[config.mk]
export PLATFORM = sky130hd
export DESIGN_NAME = pt_walker
export DESIGN_NICKNAME = d
export VERILOG_FILES = /design/src/rtl/pt_walker_pkg.sv /design/src/rtl/pt_walker_addr.sv /design/src/rtl/pt_walker_pte.sv /design/src/rtl/pt_walker.sv
export SDC_FILE = /design/constraint.sdc
export NUM_CORES = 1
export LEC_CHECK = 0
export BUFFER_PORTS_ARGS = -buffer_cell sky130_fd_sc_hd__buf_4
export CORE_MARGIN = 8
export CORE_UTILIZATION = 55
export CTS_CLUSTER_SIZE = 12
export DETAILED_ROUTE_END_ITERATION = 10
export HOLD_SLACK_MARGIN = 0.08
export PLACE_DENSITY = 0.91
export SLEW_MARGIN = 10
export SYNTH_ARGS = -nofsm -noshare
export SYNTH_HDL_FRONTEND = slang
export SYNTH_SLANG_ARGS = --single-unit
[constraint.sdc]
create_clock -name clk_i -period 4.6 [get_ports clk_i]
set_clock_uncertainty 0.2 [all_clocks]
set_input_delay 0.92 -clock clk_i [delete_from_list [all_inputs] [get_ports clk_i]]
set_output_delay 0.92 -clock clk_i [all_outputs]
set_load 0.02 [all_outputs]
[src/rtl/pt_walker_pkg.sv]
package pt_walker_pkg;
  localparam int unsigned FLAG_N = 5;

  typedef enum logic [2:0] {
    ST_IDLE,
    ST_L1_REQ,
    ST_L1_WAIT,
    ST_L2_REQ,
    ST_L2_WAIT
  } walk_st_e;
endpackage

[src/rtl/pt_walker_addr.sv]
module pt_walker_addr #(
  parameter int unsigned VA_W      = 32,
  parameter int unsigned PA_W      = 28,
  parameter int unsigned PAGE_BITS = 13,
  parameter int unsigned L1_BITS   = 8,
  localparam int unsigned VPN_W    = VA_W - PAGE_BITS,
  localparam int unsigned L2_BITS  = VPN_W - L1_BITS,
  localparam int unsigned PFN_W    = PA_W - PAGE_BITS
) (
  input  logic [VPN_W-1:0] vpn_i,
  input  logic [PA_W-1:0]  base_i,
  input  logic [PFN_W-1:0] l1_pfn_i,
  output logic [PA_W-1:0]  l1_addr_o,
  output logic [PA_W-1:0]  l2_addr_o
);
  logic [L1_BITS-1:0] l1_idx;
  logic [L2_BITS-1:0] l2_idx;

  assign l1_idx = vpn_i[VPN_W-1 -: L1_BITS];
  assign l2_idx = vpn_i[L2_BITS-1:0];

  // entries are 4 bytes: index scaled by 4
  assign l1_addr_o = base_i + PA_W'({l1_idx, 2'b00});
  assign l2_addr_o = {l1_pfn_i, {PAGE_BITS{1'b0}}} + PA_W'({l2_idx, 2'b00});
endmodule

[src/rtl/pt_walker_pte.sv]
module pt_walker_pte #(
  parameter int unsigned PTE_W  = 32,
  parameter int unsigned PFN_W  = 15,
  parameter int unsigned FLAG_N = 5
) (
  input  logic [PTE_W-1:0]  pte_i,
  output logic [PFN_W-1:0]  pfn_o,
  output logic [FLAG_N-1:0] flags_o,
  output logic              valid_o
);
  logic unused_hi;

  assign pfn_o = pte_i[PFN_W-1:0];

  for (genvar g = 0; g < FLAG_N; g++) begin : g_flag
    assign flags_o[g] = pte_i[PFN_W+g];
  end

  assign valid_o   = flags_o[0];
  assign unused_hi = ^pte_i[PTE_W-1:PFN_W+FLAG_N];
endmodule

[src/rtl/pt_walker.sv]
module pt_walker
  import pt_walker_pkg::*;
#(
  parameter int unsigned VA_W      = 32,
  parameter int unsigned PA_W      = 28,
  parameter int unsigned PAGE_BITS = 13,
  parameter int unsigned L1_BITS   = 8,
  parameter int unsigned PTE_W     = 32,
  localparam int unsigned VPN_W    = VA_W - PAGE_BITS,
  localparam int unsigned PFN_W    = PA_W - PAGE_BITS
) (
  input  logic              clk_i,
  input  logic              rst_ni,
  input  logic              req_valid_i,
  output logic              req_ready_o,
  input  logic [VA_W-1:0]   req_va_i,
  input  logic [PA_W-1:0]   ptbr_i,
  output logic              mem_req_valid_o,
  input  logic              mem_req_ready_i,
  output logic [PA_W-1:0]   mem_addr_o,
  input  logic              mem_rsp_valid_i,
  input  logic [PTE_W-1:0]  mem_rsp_data_i,
  output logic              done_o,
  output logic [PFN_W-1:0]  done_pfn_o,
  output logic [FLAG_N-1:0] done_flags_o,
  output logic              fault_o,
  output logic              fault_level_o
);
  walk_st_e          st_q;
  logic [VPN_W-1:0]  vpn_q;
  logic [PA_W-1:0]   base_q;
  logic [PFN_W-1:0]  l1_pfn_q;
  logic [PA_W-1:0]   l1_addr, l2_addr;
  logic [PFN_W-1:0]  pte_pfn;
  logic [FLAG_N-1:0] pte_flags;
  logic              pte_valid;
  logic              unused_off;

  assign unused_off = ^req_va_i[PAGE_BITS-1:0];

  pt_walker_addr #(
    .VA_W(VA_W), .PA_W(PA_W), .PAGE_BITS(PAGE_BITS), .L1_BITS(L1_BITS)
  ) u_addr (
    .vpn_i    (vpn_q),
    .base_i   (base_q),
    .l1_pfn_i (l1_pfn_q),
    .l1_addr_o(l1_addr),
    .l2_addr_o(l2_addr)
  );

  pt_walker_pte #(
    .PTE_W(PTE_W), .PFN_W(PFN_W), .FLAG_N(FLAG_N)
  ) u_pte (
    .pte_i  (mem_rsp_data_i),
    .pfn_o  (pte_pfn),
    .flags_o(pte_flags),
    .valid_o(pte_valid)
  );

  assign req_ready_o     = (st_q == ST_IDLE);
  assign mem_req_valid_o = (st_q == ST_L1_REQ) || (st_q == ST_L2_REQ);
  assign mem_addr_o      = (st_q == ST_L2_REQ) ? l2_addr : l1_addr;

  always_ff @(posedge clk_i or negedge rst_ni) begin
    if (!rst_ni) begin
      st_q          <= ST_IDLE;
      vpn_q         <= '0;
      base_q        <= '0;
      l1_pfn_q      <= '0;
      done_o        <= 1'b0;
      done_pfn_o    <= '0;
      done_flags_o  <= '0;
      fault_o       <= 1'b0;
      fault_level_o <= 1'b0;
    end else begin
      done_o  <= 1'b0;
      fault_o <= 1'b0;
      unique case (st_q)
        ST_IDLE: if (req_valid_i) begin
          vpn_q  <= req_va_i[VA_W-1:PAGE_BITS];
          base_q <= ptbr_i;
          st_q   <= ST_L1_REQ;
        end
        ST_L1_REQ: if (mem_req_ready_i) st_q <= ST_L1_WAIT;
        ST_L1_WAIT: if (mem_rsp_valid_i) begin
          if (!pte_valid) begin
            fault_o       <= 1'b1;
            fault_level_o <= 1'b0;
            st_q          <= ST_IDLE;
          end else begin
            l1_pfn_q <= pte_pfn;
            st_q     <= ST_L2_REQ;
          end
        end
        ST_L2_REQ: if (mem_req_ready_i) st_q <= ST_L2_WAIT;
        ST_L2_WAIT: if (mem_rsp_valid_i) begin
          if (!pte_valid) begin
            fault_o       <= 1'b1;
            fault_level_o <= 1'b1;
          end else begin
            done_o       <= 1'b1;
            done_pfn_o   <= pte_pfn;
            done_flags_o <= pte_flags;
          end
          st_q <= ST_IDLE;
        end
        default: st_q <= ST_IDLE;
      endcase
    end
  end
endmodule

# [After elaboration in Yosys (flattened, before gate mapping)]
# Cells that the tools add are included.
[classes] n_addsub=2 multipliers=0 div_mod_pow=0 order_cmp=0 n_eq_ne=11 shift=0 n_mux=19 bitwise=0 n_reduce_logical=9
[op_table] operator="adder 28 x 10 -> 28 bit" n=1
[op_table] operator="adder 28 x 13 -> 28 bit" n=1
[op_table] operator="two-way mux 28 bit" n=1
[op_table] operator="two-way mux 3 bit" n=5
[op_table] operator="case mux 3 bit (5 select lines)" n=1
[op_table] operator="inequality test 2 bit (second input constant)" n=7
[op_table] operator="two-way mux 1 bit" n=10
[op_table] operator="AND reduction 5 bit" n=2
[op_table] operator="equality test 3 x 2 -> 1 bit (second input constant)" n=2
[op_table] operator="AND reduction 3 bit" n=2
[op_table] operator="equality test 3 x 1 -> 1 bit (second input constant)" n=1
[op_table] operator="equality test 3 bit (second input constant)" n=1
[op_table] operator="zero test 3 bit" n=1
[op_table] operator="two-way mux 2 bit" n=1
[op_table] operator="case mux 1 bit (2 select lines)" n=1
[op_table] operator="AND reduction 2 bit" n=1
[op_table] operator="nonzero test 2 bit" n=1
[op_table] operator="OR reduction 2 bit" n=1
[op_table] operator="logical OR 1 bit" n=1
[totals] reg_bits=88 latch_bits=0 mem_bits_rw=0 rom_bits=0 input_bits=97 out_inout_bits=53 wordCells=50 mem_count=0

# [Logic depth before layout (Yosys ltp)]
# Gate-level depths: netlist of run 1.
[depth] depth_word=3 mapped_depth=7

# [By module]
# From an unflattened synthesis of run 1, not the netlist that was laid out.
[hier_totals] hier_cells=389 area_unflattened_um2=4969.8
[modules_own_cells] mod="pt_walker" n_inst=1 cells_per_inst=239 area_per_inst_um2=3888.7 seq_area_each_um2=2202.1
[modules_own_cells] mod="pt_walker_addr" n_inst=1 cells_per_inst=129 area_per_inst_um2=923.4 seq_area_each_um2=0.0
[modules_own_cells] mod="pt_walker_pte" n_inst=1 cells_per_inst=21 area_per_inst_um2=157.7 seq_area_each_um2=0.0

# [Least setup slack after synthesis of run 1]
# Ideal clock, no wire load.
[synth_path] kind="register to output" start="reg base_q[2]" end="out mem_addr_o[10]" arrival_time_ns=2.496 t_required_ns=3.480 slack_ns=0.984 path_stages_with_launch=8 path_buffers=0 cell_sequence="dfrtp_1 ha_1 fa_1 a211oi_2 nor3_2 o31ai_1 a21boi_0 o31ai_1"
[synth_between] elab_chain_cells=2
[synth_lines] item="start: declaration" line_no="pt_walker.sv:31" text="logic [PA_W-1:0] base_q;"
[synth_lines] item="start signal: assignment" line_no="pt_walker.sv:81" text="base_q <= ptbr_i;"
[synth_lines] item="adder 28 x 10 -> 28 bit" line_no="pt_walker_addr.sv:23" text="assign l1_addr_o = base_i + PA_W'({l1_idx, 2'b00});"
[synth_lines] item="two-way mux 28 bit" line_no="pt_walker.sv:62" text="assign mem_addr_o = (st_q == ST_L2_REQ) ? l2_addr : l1_addr;"
[synth_lines] item="end: declaration" line_no="pt_walker.sv:20" text="output logic [PA_W-1:0] mem_addr_o,"
# Every way passes these cells.

# [Worst setup path in the final report of run 1]
# Ends and elaborated chain as after synthesis.

==> impl_metrics.tcl, run 1 <==
set metrics [dict create \
    hold_class "reg2reg" \
    finish.utilization 0.700 \
    synth_top_cell_by_area "dfrtp_1" \
    dp_hpwl_um 8110 \
    cellLeakagePower_uw 0.00263 \
    synth_flop_cell "dfrtp_1" \
    cts_tree "built" \
    start_util 0.555 \
    synth_area_um2 4470 \
    wl_met1_um 4510 \
    slew_headroom 0.250 \
    ctsResizeCount 0 \
    arrival_ns 3.05 \
    antenna_found_initial 0 \
    core.rowCount 33 \
    required_ns 3.48 \
    drive_gt1_frac 0.393 \
    async_flop_share 1.00 \
    highest_layer "met4" \
    portBuffers 124 \
    yosysSeqAreaShare 0.493 \
    drt_iter0_markers 107 \
    grt_pass1_wl_um 17700 \
    die_w_um 106 \
    wl_met2_um 5020 \
    synth_cell_types 50 \
    synth_edf_count 0 \
    final.setup.tns_ns 0 \
    place_congestion 0.838 \
    ys_top_cells_by_area "dfrtp_1 49%, mux2_2 15%, nand2_1 7.6%" \
    pwr_density_cell_nw_per_um2 826 \
    drv_slew 0 \
    synth_nets 533 \
    cts_hold_buf 0 \
    pin_count 150 \
    post-cts-setup-buffers 0 \
    diodes 0 \
    fmax_mhz 240 \
    p_total_uw 4650 \
    nets 648 \
    numCtsBuffers 9 \
    netlist.area_leader.share 0.493 \
    dp_cells 636 \
    status "finished, final reports clean" \
    die_h_um 106 \
    avgSynthCellArea_um2 10.5 \
    period_needed_ns 4.17 \
    grt_max_degree 89 \
    end_kind "output port" \
    grt_overflow 0 \
    num_vias 3551 \
    dr.pass1.iters 4 \
    setup_viol 0 \
    cp-start-kind "flip-flop" \
    fin_hold_ws_ns 0.284 \
    clockRootBuffer "clkbuf_8" \
    via_per_inst 5.45 \
    cts.sinks 88 \
    yosysWarnings 0 \
    period_share 0.907 \
    final_cell_mix "125 x buf_4, 90 x nand2_1, 88 x dfrtp_1" \
    final-hold-violation-count 0 \
    worstPathMaxFanout 8 \
    finalWirelength_um 10700 \
    grt_pass1_vias 3779 \
    drt-wirelength-per-cell_um 16.4 \
    peakVddDrop_uv 719 \
    track_usage 0.192 \
    rsz0062_at_grt "no" \
    dr_wl_met3_um 988 \
    htree_levels 3 \
    clock_path_buffers 2 \
    clk_latency_ns 0.35 \
    drc 0 \
    dieArea_um2 11300 \
    cap_violations 0 \
    synthCells 427 \
    detail-route-antenna-nets 0 \
    path_class "reg2out" \
    worstMarginPinSlew_ns 1.12 \
    final_common_cell "buf_4" \
    clk_pin_slew_ns 0.10 \
    area_growth_pct 26.1 \
    final_cells 652 \
    core-area_um2 8050 \
    ys_seq_elements 88 \
]
power by group:
| group | switching [uW] | leakage [uW] | internal (uW) |
|---|---|---|---|
| logic | 1490 | 0.00146 | 1200 |
| clock network | 276 | 0.0000923 | 243 |
| registers | 297 | 0.00108 | 1150 |
flip-flops by register name (all words and copies together) (netlist names):
signal / flops
l1_pfn_q: 15
fault_level_o: 1
done_flags_o: 5
st_q: 3
done_o: 1
fault_o: 1
vpn_q: 19
base_q: 28
done_pfn_o: 15
kinds of logic (layout without fill, tap and decap cells):
group           count (synthesis)  count (layout)  share of synthesized area
flops                          88              88                      0.493
buf+inv                        28             148                     0.0275
simple gates                  149             149                      0.154
mux                            61              61                      0.154
xor+xnor                       18              18                     0.0353
compound gates                 74              74                      0.109
fa+ha+maj                       9               9                     0.0269
cells in the mapped netlist, drive strengths merged (2+ instances only):
cell	count
nor3	4
nand3	6
a211oi	4
a21o	2
xor2	14
or3	3
o211ai	9
and4	2
a31oi	2
inv	7
o2111ai	5
mux2	61
buf	8
o21ai	27
and3	3
nand3b	2
clkbuf	13
xnor2	4
nand2	91
and2	5
dfrtp	88
ha	8
nand4	5
a21oi	18
nor2	17
nand2b	3
o31ai	2
metal layers:
| layer | GRT usage | up-vias |
|---|---|---|
| li1 | - | 1731 |
| met1 | 0.229 | 1687 |
| met2 | 0.307 | 118 |
| met3 | 0.0756 | 15 |
| met4 | 0.0693 | 0 |
| met5 | 0 | - |
metrics by stage:
step,cell area (um^2),setup WS (ns)
floorplan,4470,0.984
global placement,5440,0.941
detailed placement,5440,0.874
CTS,5630,0.412
global route,5630,0.263
finish,5630,0.427
critical path: stages (launching register included):
cell and delay [ns]:
dfrtp_1 0.39, ha_1 0.24, fa_1 0.45, a211oi_2 0.36
nor3_2 0.17, o31ai_1 0.44, a21boi_0 0.16, o31ai_1 0.28
buf_4 0.20
worst paths after layout:
path	cells past startpoint	slack, ns	to	start
worst max-delay path	8	0.43	mem_addr_o[10]	base_q[2]$_DFFE_PN0P_
worst min-delay path	2	0.28	done_pfn_o[3]$_DFFE_PN0P_	done_pfn_o[3]$_DFFE_PN0P_
worst max register to register	5	1.98	done_pfn_o[11]$_DFFE_PN0P_	st_q[1]$_DFFE_PN0P_
worst min register to register	2	0.28	done_pfn_o[3]$_DFFE_PN0P_	done_pfn_o[3]$_DFFE_PN0P_
max in group asynchronous	1	2.94	vpn_q[17]$_DFFE_PN0P_	rst_ni
min in group asynchronous	1	0.57	base_q[15]$_DFFE_PN0P_	rst_ni
area by class of cell:
cell class / count / area (um^2)
clock buffer: 13 / 169
clock inverter: 3 / 23.8
fill: 605 / 2420
inverter: 7 / 26.3
multi-input combinational: 311 / 2140
sequential: 88 / 2200
tap: 105 / 131
timing repair buffer: 125 / 938
Power figures use the tool's default switching activity.
==> run 2, diff against run 1 <==
ABC_AREA = 1   (was unset)
CORE_UTILIZATION = 56   (was 55)
==> run 2 against run 1 <==
Die area rose by 7.4%. Power rose by 7.9%. Core utilization rose by 0.81 points. Area after synthesis rose by 11%. Routed wire length rose by 20%. Register-to-register slack improved by 0.50 ns. Sequential power fell by 3%. Critical path type unchanged. Flip-flop and latch count did not move. Critical endpoint is now mem_addr_o[8]. Critical path depth rose by 2. Setup slack improved by 0.44 ns. Via count rose by 22%.
==> impl_metrics.tcl, run 2 <==
set metrics [dict create \
    nets 834 \
    dr.pass1.iters 5 \
    layout_setup_ws_ns 0.866 \
    power.switching_uw 2360 \
    worstPathMaxFanout 5 \
    htree_levels 3 \
    dieArea_um2 12100 \
    die_w_um 110 \
    clk_latency_ns 0.35 \
    synth_nets 714 \
    cp-start-kind "flip-flop" \
    drt-wirelength-per-cell_um 15.3 \
    core.rowCount 34 \
    drc 0 \
    pwr_density_cell_nw_per_um2 821 \
    hold_end "done_flags_o[0]$_DFFE_PN0P_" \
    final.setup.tns_ns 0 \
    synth_compound_area_frac 0.0698 \
    arrival_ns 2.61 \
    grt_overflow 0 \
    period_needed_ns 3.73 \
    p_seq_frac 0.280 \
    core-area_um2 8640 \
    netlist.area_leader.share 0.445 \
    synth_xor_area_frac 0.00708 \
    end_kind "output port" \
    grt_pass1_vias 4480 \
    fmax_mhz 268 \
    synthCells 608 \
    finalInstanceArea_um2 6110 \
    synth_most_common_cell "nand2_1" \
    avgSynthCellArea_um2 8.14 \
    final_cell_mix "217 x nand2_1, 126 x buf_4, 88 x dfrtp_1" \
    cts_hold_buf 0 \
    final-hold-violation-count 0 \
    synth_area_um2 4950 \
    yosysSeqAreaShare 0.445 \
    cts_tree "built" \
    synth.mux.area_fraction 0.0948 \
    drive_gt1_frac 0.280 \
    regMostFlops "base_q" \
    dpl_cell_area_um2 5910 \
    r2r_start "st_q[1]$_DFFE_PN0P_" \
    area_growth_pct 23.6 \
    slew_headroom 0.352 \
    r2r-end "base_q[26]$_DFFE_PN0P_" \
    cap_violations 0 \
    largest_register_ffs 28 \
    synth_adder_area_share 0.0243 \
    p_int_uw 2660 \
    clockRootBuffer "clkbuf_8" \
    setup_viol 0 \
    synth_cell_types 35 \
    ys_seq_elements 88 \
    dp_hpwl_um 9950 \
    synth_edf_count 0 \
    detail-route-antenna-nets 0 \
    post-cts-setup-buffers 0 \
    ys_top_cells_by_area "dfrtp_1 45%, nand2_1 16%, mux2_4 8.8%" \
    synth_flop_cell "dfrtp_1" \
    hold_start "done_flags_o[0]$_DFFE_PN0P_" \
    final_common_cell "nand2_1" \
    diodes 0 \
    portBuffers 124 \
    finalWirelength_um 12800 \
    die_h_um 110 \
    synth_top_family_by_area "simple AND/OR/NAND/NOR gates" \
    via_per_inst 5.14 \
    pin_count 150 \
    cts.sinks 88 \
    p_sw_frac 0.469 \
    worstMarginPinSlew_ns 0.972 \
    required_ns 3.48 \
    antenna_found_initial 0 \
    pre_cts_slack_ns 1.27 \
    track_usage 0.222 \
    drv_slew 0 \
    peakVddDrop_uv 515 \
    rsz0062_at_grt "no" \
    clock_path_buffers 2 \
    num_vias 4321 \
    place_congestion 0.881 \
    yosysWarnings 0 \
    ys_top_cells_by_count "217 x nand2_1, 88 x dfrtp_1, 62 x inv_1" \
    period_share 0.812 \
    hold_class "reg2reg" \
    min_delay_path_depth 1 \
    grt_max_degree 65 \
    drt_iter0_markers 227 \
    ff2ff_path_depth 5 \
    async_flop_share 1.00 \
    cellLeakagePower_uw 0.00336 \
    r2r_setup_slack_ns 2.48 \
    synth_top_cell_by_area "dfrtp_1" \
    combPwrFrac 0.609 \
    yosys.area_share.simple 0.286 \
    clk_pin_slew_ns 0.09 \
    reg.largest.list "base_q: 28 flops, vpn_q: 19 flops" \
    grt_pass1_wl_um 21300 \
    status "finished, final reports clean" \
    path_class "reg2out" \
    clkPwrFrac 0.111 \
    numCtsBuffers 9 \
    ctsResizeCount 0 \
    start_util 0.573 \
]
[run 2: cell types whose count changed after synthesis, sizes merged, moves of 5 or more]
cell and delta:
nand2 +130, or2 +5, clkbuf -13, nor2 +35, nand3 +36, mux2 -29, xor2 -13, o211ai -9
o2111ai -5, inv +57, o21ai +11, buf +9
[run 2: cell families after synthesis]
| family | Yosys count |
|---|---|
| mux | 32 |
| xor+xnor | 4 |
| flops | 88 |
| simple gates | 333 |
| fa+ha+maj | 9 |
| buf+inv | 82 |
| compound gates | 60 |
[run 2: per-layer routing]
metal | wire length (um) | part of all wire | global-route usage | vias up
li1 | - | - | - | 2167
met1 | 5440 | 0.42 | 0.270 | 2022
met2 | 6390 | 0.50 | 0.382 | 119
met3 | 877 | 0.068 | 0.0674 | 13
met4 | 144 | 0.011 | 0.0444 | 0
met5 | 0 | 0 | 0 | -
[run 2: worst max path at each step]
stage	slack [ns]	start	depth (start not counted)	end
after global routing	0.68	base_q[2]$_DFFE_PN0P_	13	mem_addr_o[24]
after global placement	1.30	base_q[2]$_DFFE_PN0P_	8	mem_addr_o[10]
final	0.87	base_q[2]$_DFFE_PN0P_	10	mem_addr_o[8]
after CTS	0.85	base_q[2]$_DFFE_PN0P_	8	mem_addr_o[10]
after detailed placement	1.27	base_q[2]$_DFFE_PN0P_	8	mem_addr_o[10]
after floorplan	1.42	base_q[2]$_DFFE_PN0P_	7	mem_addr_o[10]
[run 2: area by class of cell]
type	count	area [um^2]
clock inverter	6	66.3
timing repair buffer	126	946
inverter	65	244
clock buffer	10	138
fill	677	2520
sequential	88	2200
tap	108	135
multi-input combinational	438	2380
[run 2: metrics by stage]
stage,power (uW),utilization,instances,hold WS [ns]
floorplan,3410,-,608,0.253
global placement,4370,0.684,825,0.257
detailed placement,4470,0.684,825,0.268
CTS,5040,0.708,841,0.291
global route,5380,0.708,841,0.306
finish,5020,0.708,841,0.287
[run 2: worst max-delay path, stage by stage (launching register included)]
cell	delay, ns
dfrtp_1	0.40
ha_1	0.25
fa_1	0.45
nand3_1	0.11
nand3_1	0.19
nand2_1	0.12
nand2_1	0.12
or2_2	0.31
nand3_1	0.10
nand2_1	0.06
buf_4	0.15
[run 2: power groups by stage]
stage | Combinational [uW] | Sequential, uW | Clock, uW
6_report | 3060 | 1410 | 557
4_1_cts | 3070 | 1400 | 563
3_3_place_gp | 2990 | 1390 | 0
5_1_grt | 3340 | 1450 | 594
2_1_floorplan | 1980 | 1430 | 0
3_5_place_dp | 3060 | 1410 | 0
